===== src/rtl/uart_rx_irq.sv =====
module uart_rx_irq #(
  parameter int DEPTH    = 16,
  parameter int TX_DEPTH = 4,
  parameter int TIMEOUT  = 32
) (
  input  logic        clk,
  input  logic        rst_n,
  input  logic        rx_valid,
  input  logic [7:0]  rx_data,
  input  logic        tick,
  input  logic        bus_sel,
  input  logic        bus_we,
  input  logic [7:0]  bus_addr,
  input  logic [31:0] bus_wdata,
  output logic [31:0] bus_rdata,
  output logic        irq
);
  localparam int AW  = $clog2(DEPTH);
  localparam int CW  = AW + 1;
  localparam int TAW = $clog2(TX_DEPTH);
  localparam int TCW = TAW + 1;
  localparam int TMW = $clog2(TIMEOUT + 1);

  localparam logic [7:0] A_DATA = 8'h00, A_FLAG = 8'h18, A_LVL = 8'h34, A_MASK = 8'h38,
                         A_RAW = 8'h3C, A_MIS = 8'h40, A_CLR = 8'h44, A_TEST = 8'h80;

  function automatic logic [CW-1:0] trig_of(input logic [2:0] code);
    case (code)
      3'd0:    trig_of = CW'(DEPTH / 8);
      3'd1:    trig_of = CW'(DEPTH / 4);
      3'd3:    trig_of = CW'(3 * DEPTH / 4);
      3'd4:    trig_of = CW'(7 * DEPTH / 8);
      default: trig_of = CW'(DEPTH / 2);
    endcase
  endfunction

  logic [7:0]     rx_mem [DEPTH];
  logic [7:0]     tx_mem [TX_DEPTH];
  logic [AW-1:0]  rx_wp, rx_rp;
  logic [CW-1:0]  rx_cnt, rx_cnt_nxt;
  logic [TAW-1:0] tx_wp, tx_rp;
  logic [TCW-1:0] tx_cnt;
  logic [TMW-1:0] tmo_q;
  logic [2:0]     lvl_q, lvl_nxt, mask_q;
  logic           test_q, cond_q, cond_nxt;
  logic           lvl_irq, rt_irq, ovr_irq;

  wire rd       = bus_sel & ~bus_we;
  wire wr       = bus_sel & bus_we;
  wire data_rd  = rd & (bus_addr == A_DATA);
  wire data_wr  = wr & (bus_addr == A_DATA);
  wire rx_empty = (rx_cnt == '0);
  wire rx_full  = (rx_cnt == CW'(DEPTH));
  wire tx_empty = (tx_cnt == '0);
  wire tx_full  = (tx_cnt == TCW'(TX_DEPTH));

  wire rx_pop   = data_rd & ~test_q & ~rx_empty;
  wire bus_push = data_wr & test_q;
  wire acc0     = rx_valid & ~rx_full;
  wire acc1     = bus_push & ((rx_cnt + CW'(acc0)) != CW'(DEPTH));
  wire dropped  = (rx_valid & ~acc0) | (bus_push & ~acc1);
  wire tx_push  = data_wr & ~test_q & ~tx_full;
  wire tx_pop   = data_rd & test_q & ~tx_empty;
  wire moved    = acc0 | acc1 | rx_pop;

  wire [10:0] clr = (wr && bus_addr == A_CLR) ? bus_wdata[10:0] : 11'd0;

  assign rx_cnt_nxt = rx_cnt + CW'(acc0) + CW'(acc1) - CW'(rx_pop);
  assign lvl_nxt    = (wr && bus_addr == A_LVL) ? bus_wdata[5:3] : lvl_q;
  assign cond_nxt   = rx_cnt_nxt >= trig_of(lvl_nxt);

  wire fire = tick & ~moved & (tmo_q == TMW'(TIMEOUT - 1)) & (rx_cnt_nxt != '0) & ~cond_nxt;

  wire [31:0] raw  = {21'd0, ovr_irq, 3'd0, rt_irq, 1'b0, lvl_irq, 4'd0};
  wire [31:0] mask = {21'd0, mask_q[2], 3'd0, mask_q[1], 1'b0, mask_q[0], 4'd0};
  assign irq = |(raw & mask);

  logic unused_bits;
  assign unused_bits = ^bus_wdata[31:11];

  always_ff @(posedge clk) begin
    if (acc0) rx_mem[rx_wp] <= rx_data;
    if (acc1) rx_mem[rx_wp + AW'(acc0)] <= bus_wdata[7:0];
    if (tx_push) tx_mem[tx_wp] <= bus_wdata[7:0];
  end

  always_ff @(posedge clk or negedge rst_n) begin
    if (!rst_n) begin
      rx_wp <= '0; rx_rp <= '0; rx_cnt <= '0;
      tx_wp <= '0; tx_rp <= '0; tx_cnt <= '0;
      tmo_q <= '0; lvl_q <= 3'd2; mask_q <= '0; test_q <= 1'b0; cond_q <= 1'b0;
      lvl_irq <= 1'b0; rt_irq <= 1'b0; ovr_irq <= 1'b0;
    end else begin
      rx_wp  <= rx_wp + AW'(acc0) + AW'(acc1);
      rx_rp  <= rx_rp + AW'(rx_pop);
      rx_cnt <= rx_cnt_nxt;
      tx_wp  <= tx_wp + TAW'(tx_push);
      tx_rp  <= tx_rp + TAW'(tx_pop);
      tx_cnt <= tx_cnt + TCW'(tx_push) - TCW'(tx_pop);
      lvl_q  <= lvl_nxt;
      cond_q <= cond_nxt;
      if (wr && bus_addr == A_MASK) mask_q <= {bus_wdata[10], bus_wdata[6], bus_wdata[4]};
      if (wr && bus_addr == A_TEST) test_q <= bus_wdata[1];
      if (moved || rx_cnt_nxt == '0) tmo_q <= '0;
      else if (tick && tmo_q != TMW'(TIMEOUT)) tmo_q <= tmo_q + 1'b1;
      lvl_irq <= cond_nxt & ((lvl_irq & ~clr[4]) | ~cond_q);
      rt_irq  <= (rx_cnt_nxt != '0) & ((rt_irq & ~clr[6]) | fire);
      ovr_irq <= (ovr_irq & ~clr[10]) | dropped;
    end
  end

  always_comb begin
    case (bus_addr)
      A_DATA:  bus_rdata = test_q ? (tx_empty ? 32'd0 : {24'd0, tx_mem[tx_rp]})
                                  : (rx_empty ? 32'd0 : {24'd0, rx_mem[rx_rp]});
      A_FLAG:  bus_rdata = {24'd0, tx_empty, rx_full, tx_full, rx_empty, 4'd0};
      A_LVL:   bus_rdata = {26'd0, lvl_q, 3'd0};
      A_MASK:  bus_rdata = mask;
      A_RAW:   bus_rdata = raw;
      A_MIS:   bus_rdata = raw & mask;
      A_TEST:  bus_rdata = {30'd0, test_q, 1'b0};
      default: bus_rdata = 32'd0;
    endcase
  end

  p_empty_read_r1: assert property (@(posedge clk) disable iff (!rst_n)
    (data_rd && !test_q && rx_empty && !rx_valid) |=> rx_cnt == '0);
  p_empty_zero_r1: assert property (@(posedge clk) disable iff (!rst_n)
    (data_rd && !test_q && rx_empty) |-> bus_rdata == 32'd0);
  p_level_holds_r4: assert property (@(posedge clk) disable iff (!rst_n)
    lvl_irq |-> rx_cnt >= trig_of(lvl_q));
  p_timeout_nonempty_r5: assert property (@(posedge clk) disable iff (!rst_n)
    rt_irq |-> !rx_empty);
  p_overrun_r6: assert property (@(posedge clk) disable iff (!rst_n)
    (rx_valid && rx_full) |=> ovr_irq);
  p_clear_rt_r7: assert property (@(posedge clk) disable iff (!rst_n)
    (wr && bus_addr == A_CLR && bus_wdata[6] && !tick) |=> !rt_irq);
  p_masked_off_r8: assert property (@(posedge clk) disable iff (!rst_n)
    (mask_q == 3'd0) |-> !irq);
  p_test_no_pop_r9: assert property (@(posedge clk) disable iff (!rst_n)
    (test_q && data_rd && !rx_valid) |=> $stable(rx_cnt));
endmodule


===== config.mk =====
export PLATFORM = sky130hd
export DESIGN_NAME = uart_rx_irq
export DESIGN_NICKNAME = d
export VERILOG_FILES = /design/src/rtl/uart_rx_irq.sv
export SDC_FILE = /design/constraint.sdc
export NUM_CORES = 1
export LEC_CHECK = 0
export BUFFER_PORTS_ARGS = -buffer_cell sky130_fd_sc_hd__clkbuf_2
export CAP_MARGIN = 5
export CORE_ASPECT_RATIO = 1.2
export CORE_UTILIZATION = 55
export DETAILED_ROUTE_END_ITERATION = 8
export PLACE_DENSITY_LB_ADDON = 0.12
export SYNTH_ARGS = -nofsm -noshare
export SYNTH_HDL_FRONTEND = slang
export SYNTH_SLANG_ARGS = --single-unit

===== constraint.sdc =====
create_clock -name clk -period 5.4 [get_ports clk]
set_input_delay 0.54 -clock clk [delete_from_list [all_inputs] [get_ports clk]]
set_output_delay 0.54 -clock clk [all_outputs]
set_load 0.01 [all_outputs]

==> results.sh, run 1 <==
export IMPL_status="completed"
export IMPL_gr_usage_all_layers_pct=25.0
export IMPL_ant_nets=0
export IMPL_setup_tns_ns=0
export IMPL_hold_path_class="input pin to asynchronous set/reset pin"
export IMPL_hold_slack_ns=0.252
export IMPL_cts_buffers=17
export IMPL_synth_seq_cells=197
export IMPL_max_slew_margin_pct=32.9
export IMPL_slowest_stage="nor4_1"
export IMPL_clockBufferDepth=2
export IMPL_num_antenna_cells=0
export IMPL_via_per_inst=6.00
export IMPL_critPathKind="register to register"
export IMPL_grt_pass1_vias=6264
export IMPL_gp_congestion=0.859
export IMPL_fin_nets=820
export IMPL_grt_max_degree=38
export IMPL_drive_gt1_share_pct=37.3
export IMPL_post_drt_wl_per_cell_um=22.7
export IMPL_die_w_um=127
export IMPL_yosysWarnings=0
export IMPL_p_leak_nw=4.13
export IMPL_avgSynthCellArea_um2=14.7
export IMPL_fp_dieArea_mm2=0.0194
export IMPL_grt_first_pass_wirelength_um=35700
export IMPL_final_cell_mix="edfxtp_1 (160), mux2_2 (134), mux4_2 (48), clkbuf_2 (40), nand2_1 (39)"
export IMPL_h_tree_depth=4
export IMPL_hold_buffers=0
export IMPL_max_slew_worst_pin_slew_ns=1.01
export IMPL_cpLargestDelayFamily="adder cells"
export IMPL_finalWirelength_um=22800
export IMPL_postCtsResizedCells=0
export IMPL_place_inst=974
export IMPL_clk_pin_slew_worst_paths_ns=0.07
export IMPL_cp_max_fo=8
export IMPL_skew_ns=0.00854
export IMPL_remaining_drc_errors=0
export IMPL_cts_tree="yes"
export IMPL_syn_to_final_growth_pct=9.81
export IMPL_vias=6035
export IMPL_fmax_mhz=202
export IMPL_cp_data_required_time_ns=5.76
export IMPL_antenna_found_initial=0
export IMPL_yosysSeqAreaShare_pct=55.2
export IMPL_dr_pass1_iters=5
export IMPL_placed_cell_area_mm2=0.0108
export IMPL_cts_root_buf="clkbuf_16"
export IMPL_finalMaxSlewViolations=0
export IMPL_slowest_delay_ns=0.51
export IMPL_async_reset_ff_share_pct=18.8
export IMPL_hold_violations=0
export IMPL_ir_drop_mv=0.219
export IMPL_rsz0062_at_grt="false"
export IMPL_cts_setup_buffers=0
export IMPL_die_height_um=153
export IMPL_syn_area_mm2=0.0104
export IMPL_ios=87
export IMPL_start_util_pct=56.7
export IMPL_grt_ovfl_total=0
export IMPL_startpoint_type="register"
export IMPL_fin_cells=1006
export IMPL_core_region_area_mm2=0.0183
export IMPL_postSynthCellCount=706
export IMPL_final_common_cell="edfxtp_1"
export IMPL_power_density_mw_per_mm2=370
export IMPL_cts_sinks=197
export IMPL_cp_arrival_ns=5.32
export IMPL_clkLatencyLatePin_ns=0.44
export IMPL_drt_iter0_markers=487
export IMPL_yosysUniqueCellTypes=59
export IMPL_finalCritPeriodShare_pct=91.9
export IMPL_fin_crit_ns=4.96
export IMPL_maxCapViolCount=0
export IMPL_synth_edff_count=160
export IMPL_critical_path_buf_inv_count=2
export IMPL_cpMostUsedCell="ha_1"
export IMPL_port_buffers=40
export IMPL_end_kind="register"
export IMPL_setup_viol=0
export IMPL_cp_cell_sequence="nor4_1, nand2_1, nand2_1, inv_1, ha_1, ha_1, xnor2_1, ha_1, and3_1, a21oi_2, ha_1, inv_1, fa_1, xnor2_1, ha_1, nand2_1, a21oi_1, a211oi_1, nand4b_1, a21oi_1"
export IMPL_fp_row_count=54
export IMPL_dpl_hpwl_um=16200
export IMPL_final_area_mm2=0.0114
export IMPL_synth_ff_type="edfxtp_1"
==> cell families (layout without fill, tap and decap cells) <==
group                    Yosys count  in the layout  synth area share, %
buffers and inverters             90            116                 4.28
adder cells (fa/ha/maj)           25             25                 3.16
other                              1             23               0.0361
flip-flops                       197            197                 55.2
AO/OA/AOI/OAI                     50             50                 3.24
XOR/XNOR                          23             23                 1.94
AND/OR/NAND/NOR                  134            134                 6.78
multiplexers                     186            186                 25.4
==> sequential cells by signal (all words and copies together) (netlist names) <==
signal   count
lvl_irq      1
rt_irq       1
mask_q       3
rx_mem     128
tmo_q        6
test_q       1
rx_cnt       5
tx_cnt       3
tx_wp        2
cond_q       1
tx_rp        2
lvl_q        3
rx_rp        4
ovr_irq      1
rx_wp        4
tx_mem      32
==> worst paths after layout <==
check,from,to,slack (ns),cells after the start
setup / recovery,rx_cnt[2],rt_irq,0.44,20
hold / removal,rst_n,tmo_q[2],0.25,1
setup reg to reg,rx_cnt[2],rt_irq,0.44,20
hold reg to reg,cond_q,lvl_irq,0.44,1
max in group asynchronous,rst_n,rx_rp[0],4.47,1
min in group clk,bus_wdata[10],mask_q[2],0.37,2
==> layer usage <==
metal / GRT usage (%) / routed length [µm] / up-vias
met2: 44.8 / 12400 / 165
li1: - / - / 2736
met4: 7.37 / 409 / 0
met3: 4.04 / 864 / 29
met5: 0 / 0 / -
met1: 30.9 / 9100 / 3105
==> through the flow <==
step | utilization [%] | power (mW) | setup WS (ns)
after floorplan | - | 2.62 | 1.34
after global placement | 58.8 | 2.83 | 0.726
after detailed placement | 58.8 | 2.87 | 0.533
after CTS | 62.3 | 4.22 | 0.507
after global routing | 62.3 | 4.42 | 0.0848
final | 62.3 | 4.22 | 0.439
==> cells in the mapped netlist (4+ instances only) <==
master | instances | area share [%]
a21oi_1 | 7 | 0.34
and2_1 | 4 | 0.24
and3_1 | 9 | 0.54
buf_2 | 7 | 0.34
buf_4 | 24 | 1.7
clkbuf_1 | 26 | 0.94
dfrtp_1 | 36 | 8.7
edfxtp_1 | 160 | 46
ha_1 | 23 | 2.8
inv_1 | 29 | 1.0
mux2_2 | 134 | 15
mux4_2 | 48 | 10
nand2_1 | 39 | 1.4
nand2b_1 | 6 | 0.36
nand3_1 | 17 | 0.82
nand4_1 | 5 | 0.30
nor2_1 | 23 | 0.83
nor2b_1 | 4 | 0.24
nor3_1 | 5 | 0.24
o21ai_0 | 11 | 0.53
o21bai_1 | 5 | 0.36
o22ai_1 | 6 | 0.36
xnor2_1 | 15 | 1.3
xor2_1 | 8 | 0.67
==> power by group <==
| group | switching, mW | internal (mW) | leakage [nW] |
|---|---|---|---|
| Combinational | 0.578 | 0.371 | 1.90 |
| Clock | 0.590 | 0.771 | 0.309 |
| Sequential | 0.0919 | 1.81 | 1.92 |
==> layout make-up <==
cell class	instances	area (µm²)
tap	252	315
clock inverter	13	188
sequential	197	5730
multi-input combinational	441	4290
fill	1341	6910
inverter	29	109
clock buffer	19	453
timing repair buffer	55	313
No activity file was read; power rests on OpenSTA's default activity.
==> run 2, diff against run 1 <==
- clock period: 5.4 -> 5.5 ns (I/O delays scaled with it)
==> run 2 against run 1 <==
Register-to-register slack improved by 0.23 ns. Clock-buffer cell count fell by 2. Global-route usage fell by 0.67 points. Clock skew fell by 0.0014 ns.
==> results.sh, run 2 (same netlist as run 1, synthesis figures left out) <==
export IMPL_critPathKind="register to register"
export IMPL_start_util_pct=56.7
export IMPL_fin_cells=1006
export IMPL_drive_gt1_share_pct=37.3
export IMPL_skew_ns=0.00718
export IMPL_r2r_start="rx_cnt[2]"
export IMPL_finalCritPeriodShare_pct=87.8
export IMPL_gp_congestion=0.860
export IMPL_grt_max_degree=38
export IMPL_fin_crit_ns=4.83
export IMPL_cts_tree="yes"
export IMPL_via_per_inst=5.95
export IMPL_ios=87
export IMPL_finalPower_mw=4.10
export IMPL_rsz0062_at_grt="false"
export IMPL_fin_nets=820
export IMPL_die_w_um=127
export IMPL_rr_endpoint="tmo_q[4]"
export IMPL_setup_viol=0
export IMPL_fp_dieArea_mm2=0.0194
export IMPL_ant_nets=0
export IMPL_p_leak_nw=4.13
export IMPL_setup_slack_ns=0.671
export IMPL_cp_arrival_ns=5.13
export IMPL_cts_root_buf="clkbuf_16"
export IMPL_fmax_mhz=207
export IMPL_cts_setup_buffers=0
export IMPL_hold_violations=0
export IMPL_power_density_mw_per_mm2=360
export IMPL_ir_drop_mv=0.247
export IMPL_clockBufferDepth=2
export IMPL_h_tree_depth=4
export IMPL_clkLatencyLatePin_ns=0.43
export IMPL_placed_cell_area_mm2=0.0108
export IMPL_final_common_cell="edfxtp_1"
export IMPL_multiInputGateArea_mm2=0.00429
export IMPL_setup_tns_ns=0
export IMPL_seqCellArea_mm2=0.00573
export IMPL_vias=5987
export IMPL_postCtsResizedCells=0
export IMPL_reg_largest_list="rx_mem (128), tx_mem (32), tmo_q (6)"
export IMPL_cts_sinks=197
export IMPL_status="completed"
export IMPL_hold_buffers=0
export IMPL_grt_first_pass_wirelength_um=35000
export IMPL_syn_to_final_growth_pct=9.59
export IMPL_final_cell_mix="edfxtp_1 (160), mux2_2 (134), mux4_2 (48), clkbuf_2 (40), nand2_1 (39)"
export IMPL_gr_usage_all_layers_pct=24.3
export IMPL_final_area_mm2=0.0114
export IMPL_finalMaxSlewViolations=0
export IMPL_fillerInstances=1390
export IMPL_max_slew_worst_pin_slew_ns=1.06
export IMPL_finalWirelength_um=22100
export IMPL_cts_buffers=17
export IMPL_dpl_worst_slack_ns=0.689
export IMPL_post_drt_wl_per_cell_um=22.0
export IMPL_antenna_found_initial=0
export IMPL_dpl_hpwl_um=15900
export IMPL_core_region_area_mm2=0.0183
export IMPL_cp_max_fo=8
export IMPL_hold_path_class="input pin to asynchronous set/reset pin"
export IMPL_port_buffers=40
export IMPL_remaining_drc_errors=0
export IMPL_dr_pass1_iters=5
export IMPL_die_height_um=153
export IMPL_end_kind="register"
export IMPL_grt_ovfl_total=0
export IMPL_startpoint="rx_cnt[2]"
export IMPL_r2r_worst_path_cells=17
export IMPL_num_antenna_cells=0
export IMPL_r2r_setup_slack_ns=0.67
export IMPL_cp_data_required_time_ns=5.80
export IMPL_grt_pass1_vias=6233
export IMPL_clk_pin_slew_worst_paths_ns=0.07
export IMPL_fp_row_count=54
export IMPL_maxCapViolCount=0
export IMPL_drt_iter0_markers=426
export IMPL_crit_end="tmo_q[4]"
export IMPL_startpoint_type="register"
export IMPL_regMostFlops="rx_mem"
export IMPL_max_slew_margin_pct=29.6
export IMPL_place_inst=974
export IMPL_largest_reg_flops=128
## run 2: changes by cell type in the layout (fill, tap and decap cells not counted), sizes merged
cell      previous run  this run
bufinv               3         2
clkinvlp             2         0
clkinv               3         8
clkbuf              59        57
## run 2: where the power goes
group / internal (mW) / switching, mW
Combinational: 0.370 / 0.575
Clock: 0.693 / 0.594
Sequential: 1.78 / 0.0867
## run 2: layer usage
layer / share of wire, % / routed length (µm) / GRT usage (%)
met3: 4.0 / 888 / 3.27
met4: 2.0 / 447 / 7.94
met1: 40 / 8810 / 30.0
met5: 0 / 0 / 0
met2: 54 / 12000 / 43.9
## run 2: metrics by stage
step	hold slack, ns	util [%]
after floorplan	0.254	-
after global placement	0.412	58.8
final	0.258	62.1
after CTS	0.283	62.1
after detailed placement	0.416	58.8
after global routing	0.325	62.1
## run 2: worst min path at each step
| stage | startpoint | endpoint | slack, ns |
|---|---|---|---|
| 2_1_floorplan | rst_n | cond_q | 0.25 |
| 3_3_place_gp | cond_q | lvl_irq | 0.41 |
| 3_5_place_dp | cond_q | lvl_irq | 0.42 |
| 4_1_cts | rst_n | tmo_q[2] | 0.28 |
| 5_1_grt | rst_n | tmo_q[4] | 0.32 |
| 6_report | rst_n | tmo_q[4] | 0.26 |
## run 2: cell type report
cell class              instances  share of cell area (%)
multi-input cells             441                    37.7
well taps                     252                    2.77
inverters                      29                   0.957
clock inverters                15                    1.69
clock buffers                  17                    3.74
flip-flops and latches        197                    50.4
repair buffers                 55                    2.75
## run 2: worst max-delay path, cell delays in order (launching register included)
cell     delay [ns]
dfrtp_1        0.42
nor4_1         0.53
nand2_1        0.17
nand2_1        0.16
inv_1          0.13
ha_1           0.22
ha_1           0.21
xnor2_1        0.18
ha_1           0.21
and3_1         0.20
a21oi_2        0.36
ha_1           0.24
inv_1          0.06
fa_1           0.51
inv_1          0.06
or4_1          0.54
o21ai_1        0.40
nor2_1         0.11
==> run 3, diff against run 2 <==
==> constraint.sdc (replaced) <==
create_clock -name clk -period 5.5 [get_ports clk]
set_input_delay 1.65 -clock clk [delete_from_list [all_inputs] [get_ports clk]]
set_output_delay 1.65 -clock clk [all_outputs]
set_load 0.01 [all_outputs]
==> run 3 against run 2 <==
Clock-buffer cell count stayed put. Clock power is 6% lower. Worst hold slack better by 0.17 ns. Core utilization is 0.24 points higher. Flip-flop and latch count stayed put. Sequential power about the same. Register-to-register slack better by 0.26 ns. Via count increased by 0.80%. Cell area up 0.38%. Non-clock buffer count increased by 11. Global-route usage rose by 0.31 points. Fmax decreased by 1.2%.
==> results.sh, run 3 (same netlist as run 1, synthesis figures left out) <==
export IMPL_cts_sinks=197
export IMPL_hold_path_end="lvl_irq"
export IMPL_cp_data_required_time_ns=5.81
export IMPL_drt_iter0_markers=401
export IMPL_ant_nets=0
export IMPL_core_region_area_mm2=0.0183
export IMPL_dpl_hpwl_um=16400
export IMPL_h_tree_depth=4
export IMPL_finalPower_mw=4.02
export IMPL_cpMostUsedCell="inv_1"
export IMPL_end_kind="register"
export IMPL_r2r_setup_slack_ns=0.93
export IMPL_hold_violations=0
export IMPL_clk_pin_slew_worst_paths_ns=0.07
export IMPL_slowest_stage="or4_1"
export IMPL_p_leak_nw=4.16
export IMPL_maxCapViolCount=0
export IMPL_ios=87
export IMPL_setup_viol=0
export IMPL_skew_ns=0.0122
export IMPL_hold_path_class="register to register"
export IMPL_grt_ovfl_total=0
export IMPL_reg_largest_list="rx_mem (128), tx_mem (32), tmo_q (6)"
export IMPL_final_common_cell="edfxtp_1"
export IMPL_fmax_mhz=205
export IMPL_grt_pass1_vias=6427
export IMPL_critical_path_buf_inv_count=4
export IMPL_ir_drop_mv=0.238
export IMPL_num_antenna_cells=0
export IMPL_cts_buffers=17
export IMPL_die_height_um=153
export IMPL_clkLatencyLatePin_ns=0.43
export IMPL_max_slew_worst_pin_slew_ns=0.971
export IMPL_drive_gt1_share_pct=37.8
export IMPL_cp_arrival_ns=5.19
export IMPL_finalMaxSlewViolations=0
export IMPL_fin_crit_ns=4.89
export IMPL_slowest_delay_ns=0.54
export IMPL_post_drt_wl_per_cell_um=21.9
export IMPL_finalCritPeriodShare_pct=88.8
export IMPL_syn_to_final_growth_pct=10.0
export IMPL_via_per_inst=5.94
export IMPL_fin_util_pct=62.4
export IMPL_grt_first_pass_wirelength_um=35500
export IMPL_gr_usage_all_layers_pct=24.6
export IMPL_rr_endpoint="tmo_q[4]"
export IMPL_start_util_pct=56.7
export IMPL_hp_start="cond_q"
export IMPL_dr_pass1_iters=5
export IMPL_antenna_found_initial=0
export IMPL_hold_buffers=0
export IMPL_fp_dieArea_mm2=0.0194
export IMPL_port_buffers=40
export IMPL_cts_tree="yes"
export IMPL_r2r_worst_path_cells=17
export IMPL_rsz0062_at_grt="false"
export IMPL_setup_tns_ns=0
export IMPL_regMostFlops="rx_mem"
export IMPL_remaining_drc_errors=0
export IMPL_final_cell_mix="edfxtp_1 (160), mux2_2 (134), mux4_2 (48), clkbuf_2 (40), nand2_1 (39)"
export IMPL_grt_max_degree=38
export IMPL_cpLargestDelayFamily="simple AND/OR/NAND/NOR gates"
export IMPL_status="completed"
export IMPL_vias=6035
export IMPL_critPathKind="input pin to register"
export IMPL_cts_setup_buffers=0
export IMPL_largest_reg_flops=128
export IMPL_cp_cell_sequence="clkbuf_2, nor3_4, nand2_1, nor4_1, nand2_1, nor2_1, ha_1, inv_1, ha_1, inv_1, fa_1, inv_1, or4_1, o21ai_1, nor2_1"
export IMPL_fp_row_count=54
export IMPL_gp_congestion=0.871
export IMPL_max_slew_margin_pct=35.1
export IMPL_postCtsResizedCells=0
export IMPL_die_w_um=127
export IMPL_clockBufferDepth=2
export IMPL_cts_root_buf="clkbuf_16"
export IMPL_power_density_mw_per_mm2=352
export IMPL_finalWirelength_um=22200
export IMPL_r2r_start="rx_cnt[2]"
export IMPL_cp_max_fo=6
export IMPL_startpoint_type="input pin"
export IMPL_fin_nets=831
export IMPL_hold_depth=1
## run 3: cell types whose count changed in the layout (fill, tap and decap cells not counted)
cell,before,now
buf_4,15,25
inv_6,2,3
clkinvlp_2,0,1
dfrtp_2,2,1
buf_12,0,1
bufinv_16,2,1
clkinvlp_4,0,2
inv_8,3,4
clkinv_4,5,2
clkinv_8,2,0
clkinv_2,1,0
clkinv_1,0,1
dfrtp_1,34,35
## run 3: layout make-up
type / count / area [µm²]
multi-input cells: 441 / 4290
repair buffers: 66 / 408
fillers: 1379 / 6890
clock inverters: 14 / 143
inverters: 29 / 109
clock buffers: 17 / 425
well taps: 252 / 315
flip-flops and latches: 197 / 5730
## run 3: where the power goes
part           total [mW]  switching (mW)  internal (mW)  leakage [nW]
Combinational       0.941           0.567          0.374          1.96
Sequential           1.86          0.0856           1.78          1.92
Clock                1.21           0.574          0.637         0.272
## run 3: metrics by stage
| step | setup WS [ns] | cells | instance area [µm²] | hold WS [ns] |
|---|---|---|---|---|
| after CTS | 0.598 | 1016 | 11400 | 0.431 |
| after floorplan | 0.487 | 728 | 10500 | 0.404 |
| after detailed placement | 0.142 | 985 | 10900 | 0.421 |
| final | 0.614 | 1016 | 11400 | 0.427 |
| after global placement | 0.271 | 985 | 10900 | 0.413 |
| after global routing | 0.242 | 1016 | 11400 | 0.438 |
## run 3: how the worst max path moves through the flow
stage	slack (ns)	startpoint	cells past startpoint	to
5_1_grt	0.24	bus_addr[1]	18	rt_irq
3_3_place_gp	0.27	bus_addr[1]	15	tmo_q[5]
6_report	0.61	bus_addr[1]	15	tmo_q[4]
2_1_floorplan	0.49	bus_addr[5]	15	tmo_q[0]
3_5_place_dp	0.14	bus_addr[5]	15	tmo_q[4]
4_1_cts	0.60	bus_addr[5]	15	tmo_q[4]
## run 3: routing by layer
layer  track usage [%]  routed length (µm)  up-vias
li1                  -                   -     2755
met5                 0                   0        -
met1              29.9                8730     3104
met3              3.51                 785       26
met2              45.1               12400      150
met4              7.20                 329        0
